File: src/rtl/silo_pkg.sv
package silo_pkg;
  typedef enum logic [1:0] {
    LD_NONE = 2'd0,
    LD_STAT = 2'd1,
    LD_HDR  = 2'd2
  } ld_sel_e;
endpackage

File: src/rtl/silo_load_ctl.sv
module silo_load_ctl
  import silo_pkg::*;
(
  input  logic    stat_load_i,
  input  logic    hdr_load_i,
  output ld_sel_e ld_sel_o
);
  // status fill outranks header fill
  always_comb begin
    if (stat_load_i)     ld_sel_o = LD_STAT;
    else if (hdr_load_i) ld_sel_o = LD_HDR;
    else                 ld_sel_o = LD_NONE;
  end
endmodule

File: src/rtl/silo_fill.sv
module silo_fill
  import silo_pkg::*;
#(
  parameter int DEPTH   = 3,
  parameter int ENTRY_W = 16,
  parameter int SECT_W  = 6,
  localparam int TRK_W  = ENTRY_W - SECT_W
) (
  input  ld_sel_e                        ld_sel_i,
  input  logic [ENTRY_W-1:0]             stat_word_i,
  input  logic [TRK_W-1:0]               hdr_track_i,
  input  logic [SECT_W-1:0]              hdr_sector_i,
  output logic [DEPTH-1:0][ENTRY_W-1:0]  fill_o
);
  logic [ENTRY_W-1:0] hdr_word;
  assign hdr_word = {hdr_track_i, hdr_sector_i};

  for (genvar g = 0; g < DEPTH; g++) begin : g_fill
    if (g == 0) begin : g_head
      assign fill_o[g] = (ld_sel_i == LD_STAT) ? stat_word_i : hdr_word;
    end else begin : g_rest
      assign fill_o[g] = (ld_sel_i == LD_STAT) ? stat_word_i : '0;
    end
  end
endmodule

File: src/rtl/silo_side_ptr.sv
module silo_side_ptr (
  input  logic clk_i,
  input  logic rst_ni,
  input  logic clr_i,
  input  logic step_i,
  output logic side_o
);
  always_ff @(posedge clk_i or negedge rst_ni) begin
    if (!rst_ni)     side_o <= 1'b0;
    else if (clr_i)  side_o <= 1'b0;
    else if (step_i) side_o <= ~side_o;
  end
endmodule

File: src/rtl/silo_byte_pick.sv
module silo_byte_pick #(
  parameter int ENTRY_W = 16,
  parameter int BYTE_W  = 8,
  parameter int HOST_W  = 12
) (
  input  logic [ENTRY_W-1:0] head_i,
  input  logic               side_i,
  output logic [HOST_W-1:0]  byte_o
);
  logic [BYTE_W-1:0] sel;
  assign sel    = side_i ? head_i[2*BYTE_W-1:BYTE_W] : head_i[BYTE_W-1:0];
  assign byte_o = {{(HOST_W-BYTE_W){1'b0}}, sel};
endmodule

File: src/rtl/byte_silo.sv
module byte_silo
  import silo_pkg::*;
#(
  parameter int DEPTH   = 3,
  parameter int ENTRY_W = 16,
  parameter int BYTE_W  = 8,
  parameter int HOST_W  = 12,
  parameter int SECT_W  = 6,
  localparam int TRK_W  = ENTRY_W - SECT_W
) (
  input  logic               clk_i,
  input  logic               rst_ni,
  input  logic               func_issue_i,
  input  logic               stat_load_i,
  input  logic [ENTRY_W-1:0] stat_word_i,
  input  logic               hdr_load_i,
  input  logic [TRK_W-1:0]   hdr_track_i,
  input  logic [SECT_W-1:0]  hdr_sector_i,
  input  logic               rd_i,
  output logic [HOST_W-1:0]  rd_data_o
);
  ld_sel_e                       ld_sel;
  logic [DEPTH-1:0][ENTRY_W-1:0] fill;
  logic [DEPTH-1:0][ENTRY_W-1:0] ent_q;
  logic                          side_q;
  logic                          ld_any;
  logic                          rd_eff;
  logic                          shift;
  logic [HOST_W-1:0]             pick;

  silo_load_ctl u_ld_ctl (
    .stat_load_i (stat_load_i),
    .hdr_load_i  (hdr_load_i),
    .ld_sel_o    (ld_sel)
  );

  silo_fill #(.DEPTH(DEPTH), .ENTRY_W(ENTRY_W), .SECT_W(SECT_W)) u_fill (
    .ld_sel_i     (ld_sel),
    .stat_word_i  (stat_word_i),
    .hdr_track_i  (hdr_track_i),
    .hdr_sector_i (hdr_sector_i),
    .fill_o       (fill)
  );

  assign ld_any = (ld_sel != LD_NONE);
  assign rd_eff = rd_i & ~ld_any;
  assign shift  = rd_eff & side_q;

  silo_side_ptr u_side (
    .clk_i  (clk_i),
    .rst_ni (rst_ni),
    .clr_i  (func_issue_i),
    .step_i (rd_eff),
    .side_o (side_q)
  );

  silo_byte_pick #(.ENTRY_W(ENTRY_W), .BYTE_W(BYTE_W), .HOST_W(HOST_W)) u_pick (
    .head_i (ent_q[0]),
    .side_i (side_q),
    .byte_o (pick)
  );

  for (genvar g = 0; g < DEPTH; g++) begin : g_ent
    logic [ENTRY_W-1:0] next_in;
    if (g == DEPTH-1) begin : g_tail
      assign next_in = ent_q[g];      // tail holds on shift
    end else begin : g_body
      assign next_in = ent_q[g+1];
    end
    always_ff @(posedge clk_i or negedge rst_ni) begin
      if (!rst_ni)     ent_q[g] <= '0;
      else if (ld_any) ent_q[g] <= fill[g];
      else if (shift)  ent_q[g] <= next_in;
    end
  end

  always_ff @(posedge clk_i or negedge rst_ni) begin
    if (!rst_ni)     rd_data_o <= '0;
    else if (rd_eff) rd_data_o <= pick;
  end
endmodule

File: config.mk
export PLATFORM = sky130hd
export DESIGN_NAME = byte_silo
export DESIGN_NICKNAME = d
export VERILOG_FILES = /design/src/rtl/silo_pkg.sv /design/src/rtl/silo_load_ctl.sv /design/src/rtl/silo_fill.sv /design/src/rtl/silo_side_ptr.sv /design/src/rtl/silo_byte_pick.sv /design/src/rtl/byte_silo.sv
export SDC_FILE = /design/constraint.sdc
export NUM_CORES = 1
export LEC_CHECK = 0
export ABC_AREA = 1
export BUFFER_PORTS_ARGS = -buffer_cell sky130_fd_sc_hd__buf_2
export CORE_MARGIN = 5
export CORE_UTILIZATION = 54
export DETAILED_ROUTE_END_ITERATION = 12
export PLACE_DENSITY = 0.74
export RECOVER_POWER = 25
export SETUP_SLACK_MARGIN = 0.2
export SYNTH_ARGS = -nofsm -noshare
export SYNTH_HDL_FRONTEND = slang
export SYNTH_SLANG_ARGS = --single-unit
File: constraint.sdc
create_clock -name clk_i -period 1.3 [get_ports clk_i]
set_input_delay 0.195 -clock clk_i [delete_from_list [all_inputs] [get_ports clk_i]]
set_output_delay 0.195 -clock clk_i [all_outputs]
set_load 0.05 [all_outputs]
# Yosys cells after proc, flatten, opt, wreduce, memory -nomap -nowiden
# Cells that the tools add are included.
word_totals:
  mem_bits_rw: 0
  word_cells: 24
  reg_bits: 57
  latchBits: 0
  out_inout_bits: 12
  n_memories: 0
  inputBits: 38
  mem_bits_ro: 0
op_classes:
  n_mul: 0
  reduce_logical: 3
  n_addsub: 0
  n_bitwise: 4
  magnitude_cmp: 0
  n_div: 0
  shift: 0
  eq_ne: 1
  muxes: 11
op_table:
  columns: ["cell", "n"]
  rows:
  - ["$mux 16", 6]
  - ["$mux 8", 1]
  - ["$reduce_bool 2->1", 3]
  - ["$mux 2", 2]
  - ["$and 1x1->1", 2]
  - ["$eq 2x1->1 const B", 1]
  - ["$mux 1", 2]
  - ["$not 1->1", 2]

# Logic depth before layout (Yosys ltp)
# Gate-level depths: netlist of run 1.
depth:
  ltp_word: 8
  ltp_mapped: 7
  ltp_nobuf: 5

# Cells and area by module
# From an unflattened synthesis of run 1, not the netlist that was laid out.
unflattened:
  cells_unflattened: 451
  area_unflattened_um2: 3333.2
by_module_without_submodules:
  columns: ["module", "area_each_um2", "seq_area_each_um2", "n_inst", "cells_per_inst"]
  rows:
  - ["byte_silo", 2663.8, 1501.4, 1, 325]
  - ["silo_fill", 469.2, 0.0, 1, 86]
  - ["silo_byte_pick", 138.9, 0.0, 1, 31]
  - ["silo_side_ptr", 43.8, 25.0, 1, 6]
  - ["silo_load_ctl", 17.5, 0.0, 1, 3]

# Worst setup path after synthesis of run 1
# No wires, ideal clock.
synth_path:
  kind: "reg-to-reg"
  startpoint: "reg u_side.side_o"
  endpoint: "reg ent_q[13] in the netlist's numbering"
  path_buffers: 2
  setup_ns: 0.117
  synth_period_minus_slack_ns: 1.123
  required_time_ns: 1.183
  stages_incl_launch_ff: 8
  arrival_time_ns: 1.006
  setup_slack_ns: 0.177
  cell_sequence: "dfrtp_1 -> buf_4 -> inv_4 -> o21ai_4 -> inv_2 -> buf_6 -> nand2_1 -> nand2_1"
synth_via:
  elab_chain_len: 2
synth_lines:
  columns: ["item", "line", "text"]
  rows:
  - ["start, declared", "silo_side_ptr.sv:6", "output logic side_o"]
  - ["start signal, assigned", "silo_side_ptr.sv:11", "else if (step_i) side_o <= ~side_o;"]
  - ["$and 1x1->1", "byte_silo.sv:47", "assign shift = rd_eff & side_q;"]
  - ["$reduce_bool 2->1 (no source line)", null, null]
  - ["end signal, assigned by index", "byte_silo.sv:72", "else if (ld_any) ent_q[g] <= fill[g];"]
  - ["end signal, assigned by index", "byte_silo.sv:73", "else if (shift) ent_q[g] <= next_in;"]
  - ["end, declared", "byte_silo.sv:24", "logic [DEPTH-1:0][ENTRY_W-1:0] ent_q;"]
# Every way passes these cells.
# A chain may end at the register's enable or synchronous reset.

# Worst setup path after layout of run 1
layout_path:
  startpoint: "reg u_side.side_o"
  endpoint: "reg ent_q[2] in the netlist's numbering"
# The elaborated chain is that of the path after synthesis.

==> flow_summary.json, run 1 <==
{
  "antenna_found_initial": 0,
  "grt_use_total_pct": 19.5,
  "path_clk_slew_ns": 0.06,
  "syn_area_um2": 2580,
  "die_h_um": 79.1,
  "startpoint_type": "flop",
  "min_to": "u_side.side_o$_DFFE_PN0P_",
  "coreArea_um2": 4690,
  "avgSynthCellArea_um2": 7.87,
  "setup_viol": 0,
  "crit_path_start": "u_side.side_o$_DFFE_PN0P_",
  "r2r_cells": 6,
  "power_leakage_nw": 1.78,
  "r2r_end": "ent_q[2]$_DFFE_PN0P_",
  "worstPathMaxFanout": 32,
  "crit_required_ns": 1.52,
  "r2r_slack_ns": 0.21,
  "fin_tns_setup_ns": 0,
  "cp.arrival_ns": 1.31,
  "place_area_um2": 2860,
  "max-cap-violations": 0,
  "ant_nets": 0,
  "grt_pass1_wl_um": 9340,
  "die-width_um": 79.1,
  "drc": 0,
  "utilization_pct": 66.5,
  "grt_max_degree": 46,
  "numClockSinks": 57,
  "whs_path_depth": 3,
  "dieArea_um2": 6260,
  "place_hpwl_um": 3850,
  "crit_type": "flop to flop",
  "ys_seq_area_share_pct": 55.3,
  "fin_crit_sh_pct": 83.5,
  "ys_warn_count": 0,
  "reg2reg_from": "u_side.side_o$_DFFE_PN0P_",
  "ys_ff_latch": 57,
  "final_nets": 421,
  "cpMostUsedCell": "nand2_1",
  "powerDensity_nw_per_um2": 1390,
  "clock-root-buffer": "clkbuf_8",
  "grt_setup_unrepaired": "true",
  "outcome": "finished clean",
  "holdCritPathClass": "input pin to flop",
  "portBuffers": 45,
  "worstHoldStart": "func_issue_i",
  "layout-drive-gt1-share_pct": 19.7,
  "dr.pass1.iters": 4,
  "clock_path_buffers": 2,
  "vias": 2142,
  "slew_viol_final": 0,
  "row_count": 25,
  "grt_overflow_total": 0,
  "ff_latch_area_um2": 1430,
  "wl_per_cell_um": 12.6,
  "tritoncts": "yes",
  "min_period_ns": 1.09,
  "ios": 50,
  "fillerInstances": 400,
  "design_area_um2": 3120,
  "yosysUniqueCellTypes": 15,
  "end_kind": "flop",
  "insertion_delay_ns": 0.33,
  "antenna_cells": 0,
  "ir_drop_mv": 0.778,
  "routed_wl_um": 5540,
  "htree_levels": 3,
  "dp.cells": 418,
  "cp_cell_sequence": "inv_4 > o21ai_4 > inv_2 > buf_12 > nand2_1 > nand2_1",
  "area_growth_pct": 20.9,
  "cpPeakStageDelay_ns": 0.39,
  "stdcell_count": 440,
  "multi_input_area_um2": 1010,
  "hold_violations": 0,
  "synthesis.instances": 328,
  "drt_iter0_drc": 126,
  "grt_pass1_vias": 2071,
  "gp_congestion": 0.773,
  "worst_path_max_delay_cell": "dfrtp_1",
  "numCtsBuffers": 9,
  "skew_ns": 0.00355,
  "viasPerCell": 4.87,
  "fmax_mhz": 921,
  "initial_core_util_pct": 55.0
}
-- sequential cells by signal, summed over array words and instances (netlist names) --
name           flops
ent_q             16
g_ent.next_in     32
u_side.side_o      1
rd_data_o          8
-- cells in the final DEF, fill, tap and decap left out, drive strengths merged --
cell type	count
buf	58
clkbuf	15
conb	4
dfrtp	57
dlygate4sd3	1
inv	5
nand2	209
nand3	32
nor2	3
o21ai	1
o21bai	1
-- what timing repair did --
action / in CTS / in global routing
pin swaps: 1 / 1
endpoints found under the setup margin: 40 / 39
setup buffers: 1 / 6
resized for setup: 15 / 1
hold buffers: 1 / 0
endpoints found under the hold margin: 12 / 0
gates cloned: 0 / 0
-- where the power goes --
part | internal (mW) | switching (mW) | total (mW) | leakage [nW]
clock | 0.777 | 0.639 | 1.42 | 0.0826
sequential | 1.97 | 0.104 | 2.07 | 0.720
combinational | 0.329 | 0.534 | 0.863 | 0.977
-- per-stage QoR --
| stage | hold WS (ns) | worst slack (ns) | power (mW) |
|---|---|---|---|
| 5_1_grt | 0.121 | 0.147 | 4.56 |
| 4_1_cts | 0.0959 | 0.181 | 4.33 |
| 6_report | 0.109 | 0.215 | 4.35 |
| 3_3_place_gp | 0.0982 | 0.179 | 2.84 |
| 3_5_place_dp | 0.104 | 0.168 | 2.85 |
| 2_1_floorplan | -0.101 | 0.201 | 2.61 |
-- worst max path at each step --
stage / slack (ns) / depth (start not counted) / endpoint
final: 0.21 / 6 / ent_q[2]$_DFFE_PN0P_
after global routing: 0.15 / 6 / ent_q[7]$_DFFE_PN0P_
after CTS: 0.18 / 6 / ent_q[14]$_DFFE_PN0P_
after detailed placement: 0.17 / 7 / ent_q[14]$_DFFE_PN0P_
after global placement: 0.18 / 7 / ent_q[3]$_DFFE_PN0P_
after floorplan: 0.20 / 7 / ent_q[13]$_DFFE_PN0P_
-- worst max-delay path: cells and delay by family (launching register included) --
family	cells	cell delay [ns]
buf+inv	3	0.30
flops	1	0.39
compound gates	1	0.16
simple gates	2	0.12
-- layer usage --
metal	part of all wire, %	GRT usage, %	vias to the layer above
met5	0	0	-
met4	2.5	10.5	0
met3	4.0	4.76	11
met2	47	29.2	35
met1	46	26.2	989
li1	-	-	1107
-- cells in the mapped netlist --
cell	number	area, µm²
nor2_1	2	7.51
dfrtp_1	57	1430
o21bai_1	1	7.51
buf_6	3	33.8
nand2_2	1	6.26
o21ai_4	1	16.3
conb_1	1	3.75
buf_4	7	52.6
inv_2	3	11.3
nor2_8	1	20.0
inv_4	1	6.26
inv_1	1	3.75
nand2_1	208	781
nand3_1	32	160
buf_2	9	45.0
-- cells by family after synthesis --
family                 share of synthesized area, %
DFF                                            55.3
AOI/OAI and AO/OA                             0.921
other                                         0.145
and+or+nand+nor                                37.8
buffers and inverters                          5.91
-- cell type report --
type                    count  share of cell area (%)
inverters                   5                   0.681
well taps                  54                    2.16
clock buffers              14                    5.21
repair buffers             60                    13.8
flip-flops and latches     57                    45.7
multi-input cells         250                    32.5
(Power assumes the default switching activity.)
==> run 2: changes to the inputs <==
- clock period: 1.3 -> 1.1 ns (I/O delays scaled with it)
==> run 2 against run 1 <==
Compared with the run above: global-route usage is 0.53 points higher; utilization up 5.2 points; sequential share of layout area shrank 3.3 points; register-to-register slack worse by 0.20 ns; cell area rose by 7.9%; critical path depth unchanged; worst setup slack worse by 0.20 ns; final cell count is 3.9% higher.
==> flow_summary.json, run 2 (synthesis gave the netlist of run 1 again) <==
{
  "outcome": "finished clean",
  "power_leakage_nw": 1.89,
  "layout-drive-gt1-share_pct": 28.5,
  "dp.cells": 425,
  "ff_latch_area_um2": 1430,
  "drc": 0,
  "row_count": 25,
  "stdcell_count": 457,
  "grt_pass1_vias": 2214,
  "end_kind": "flop",
  "gp_congestion": 0.788,
  "clock-root-buffer": "clkbuf_8",
  "path_clk_slew_ns": 0.07,
  "layout_setup_ws_ns": 0.0107,
  "drt_iter0_drc": 120,
  "grt_use_total_pct": 20.1,
  "htree_levels": 3,
  "antenna_cells": 0,
  "ios": 50,
  "coreArea_um2": 4690,
  "place_hpwl_um": 3940,
  "clock_path_buffers": 2,
  "numClockSinks": 57,
  "final_nets": 436,
  "worst_path_max_delay_cell": "dfrtp_2",
  "dpl_worst_slack_ns": -0.113,
  "grtUsageMet2_pct": 33.1,
  "worstPathMaxFanout": 12,
  "hold_violations": 0,
  "layout_commonest_cell": "nand2_1",
  "cpMostUsedCell": "nand2_1",
  "numCtsBuffers": 9,
  "tritoncts": "yes",
  "layout_common_cells": "188 x nand2_1, 56 x dfrtp_1, 36 x buf_2",
  "tightestPinTransition_ns": 0.661,
  "ir_drop_mv": 0.938,
  "dieArea_um2": 6260,
  "vias": 2223,
  "ant_nets": 0,
  "grt_setup_unrepaired": "true",
  "wl_per_cell_um": 12.5,
  "fillerInstances": 376,
  "insertion_delay_ns": 0.32,
  "grt_max_degree": 33,
  "largest_reg_flops": 32,
  "antenna_found_initial": 0,
  "dr.pass1.iters": 4,
  "grt_overflow_total": 0,
  "cp_cell_sequence": "inv_8 > o21ai_4 > buf_8 > buf_12 > nand2_1 > nand2_1",
  "viasPerCell": 4.86,
  "finalPower_mw": 5.32,
  "area_growth_pct": 30.4,
  "slew_viol_final": 0,
  "grt_use_met1_pct": 25.2,
  "slew_headroom_pct": 55.9,
  "die-width_um": 79.1,
  "grt_pass1_wl_um": 9750,
  "setup_viol": 0,
  "grt_busiest_layer": "met2",
  "skew_ns": 0.00529,
  "cp.arrival_ns": 1.35,
  "startpoint_type": "flop",
  "r2r_slack_ns": 0.01,
  "fmax_mhz": 918,
  "initial_core_util_pct": 55.0,
  "portBuffers": 45,
  "crit_required_ns": 1.36,
  "cpPeakStageDelay_ns": 0.42,
  "crit_type": "flop to flop",
  "holdCritPathClass": "input pin to flop",
  "use_met3_pct": 4.54,
  "max-cap-violations": 0,
  "powerDensity_nw_per_um2": 1580,
  "fin_crit_sh_pct": 99.0,
  "die_h_um": 79.1,
  "routed_wl_um": 5710,
  "multi_input_area_um2": 1070,
  "utilization_pct": 71.8,
  "holdWs_ns": 0.0856,
  "min_period_ns": 1.09
}
-- run 2: cell count changes in the layout (fill, tap and decap cells not counted), sizes merged --
cell / delta
clkinv: +3
buf: +14
-- run 2: final timing paths --
check / depth (start not counted) / start / end
max in group asynchronous: 3 / rst_ni / u_side.side_o$_DFFE_PN0P_
setup / recovery: 6 / u_side.side_o$_DFFE_PN0P_ / g_ent[0].next_in[12]$_DFFE_PN0P_
hold reg to reg: 2 / g_ent[1].next_in[5]$_DFFE_PN0P_ / g_ent[1].next_in[5]$_DFFE_PN0P_
min in group asynchronous: 2 / rst_ni / rd_data_o[0]$_DFFE_PN0P_
setup reg to reg: 6 / u_side.side_o$_DFFE_PN0P_ / g_ent[0].next_in[12]$_DFFE_PN0P_
hold / removal: 3 / stat_word_i[14] / g_ent[1].next_in[14]$_DFFE_PN0P_
-- run 2: through the flow --
| stage | setup TNS (ns) | cell area (µm²) |
|---|---|---|
| 4_1_cts | 0 | 3340 |
| 3_5_place_dp | -2.70 | 2920 |
| 2_1_floorplan | 0 | 2610 |
| 6_report | 0 | 3370 |
| 5_1_grt | -0.628 | 3370 |
| 3_3_place_gp | -1.95 | 2920 |
-- run 2: report_power, final --
group / internal, mW / switching [mW] / total [mW]
Sequential: 2.32 / 0.130 / 2.45
Clock: 0.930 / 0.773 / 1.70
Combinational: 0.491 / 0.676 / 1.17
-- run 2: per-layer routing --
metal  vias to the layer above  share of wire, %
li1                       1146                 -
met1                      1016                45
met2                        59                49
met3                         2               5.3
met4                         0              0.51
met5                         -                 0
-- run 2: critical path, delay by kind of cell (launching register included) --
family / cells / cell delay, ns
AND/OR/NAND/NOR: 2 / 0.13
AO/OA/AOI/OAI: 1 / 0.14
flip-flops: 1 / 0.42
buffers and inverters: 3 / 0.34
-- run 2: cell type report --
cell class              count  area share, %
multi-input cells         250           31.9
clock buffers              13           4.72
flip-flops and latches     57           42.4
inverters                   5           1.23
well taps                  54           2.01
clock inverters             3          0.446
repair buffers             75           17.3
-- run 2: what timing repair did --
action	CTS	global route
endpoints found under the setup margin	49	49
cloned	2	0
buffers inserted	10	3
resized for setup	42	7
pin swaps	11	4
hold endpoints to repair	28	0
hold buffers	1	0
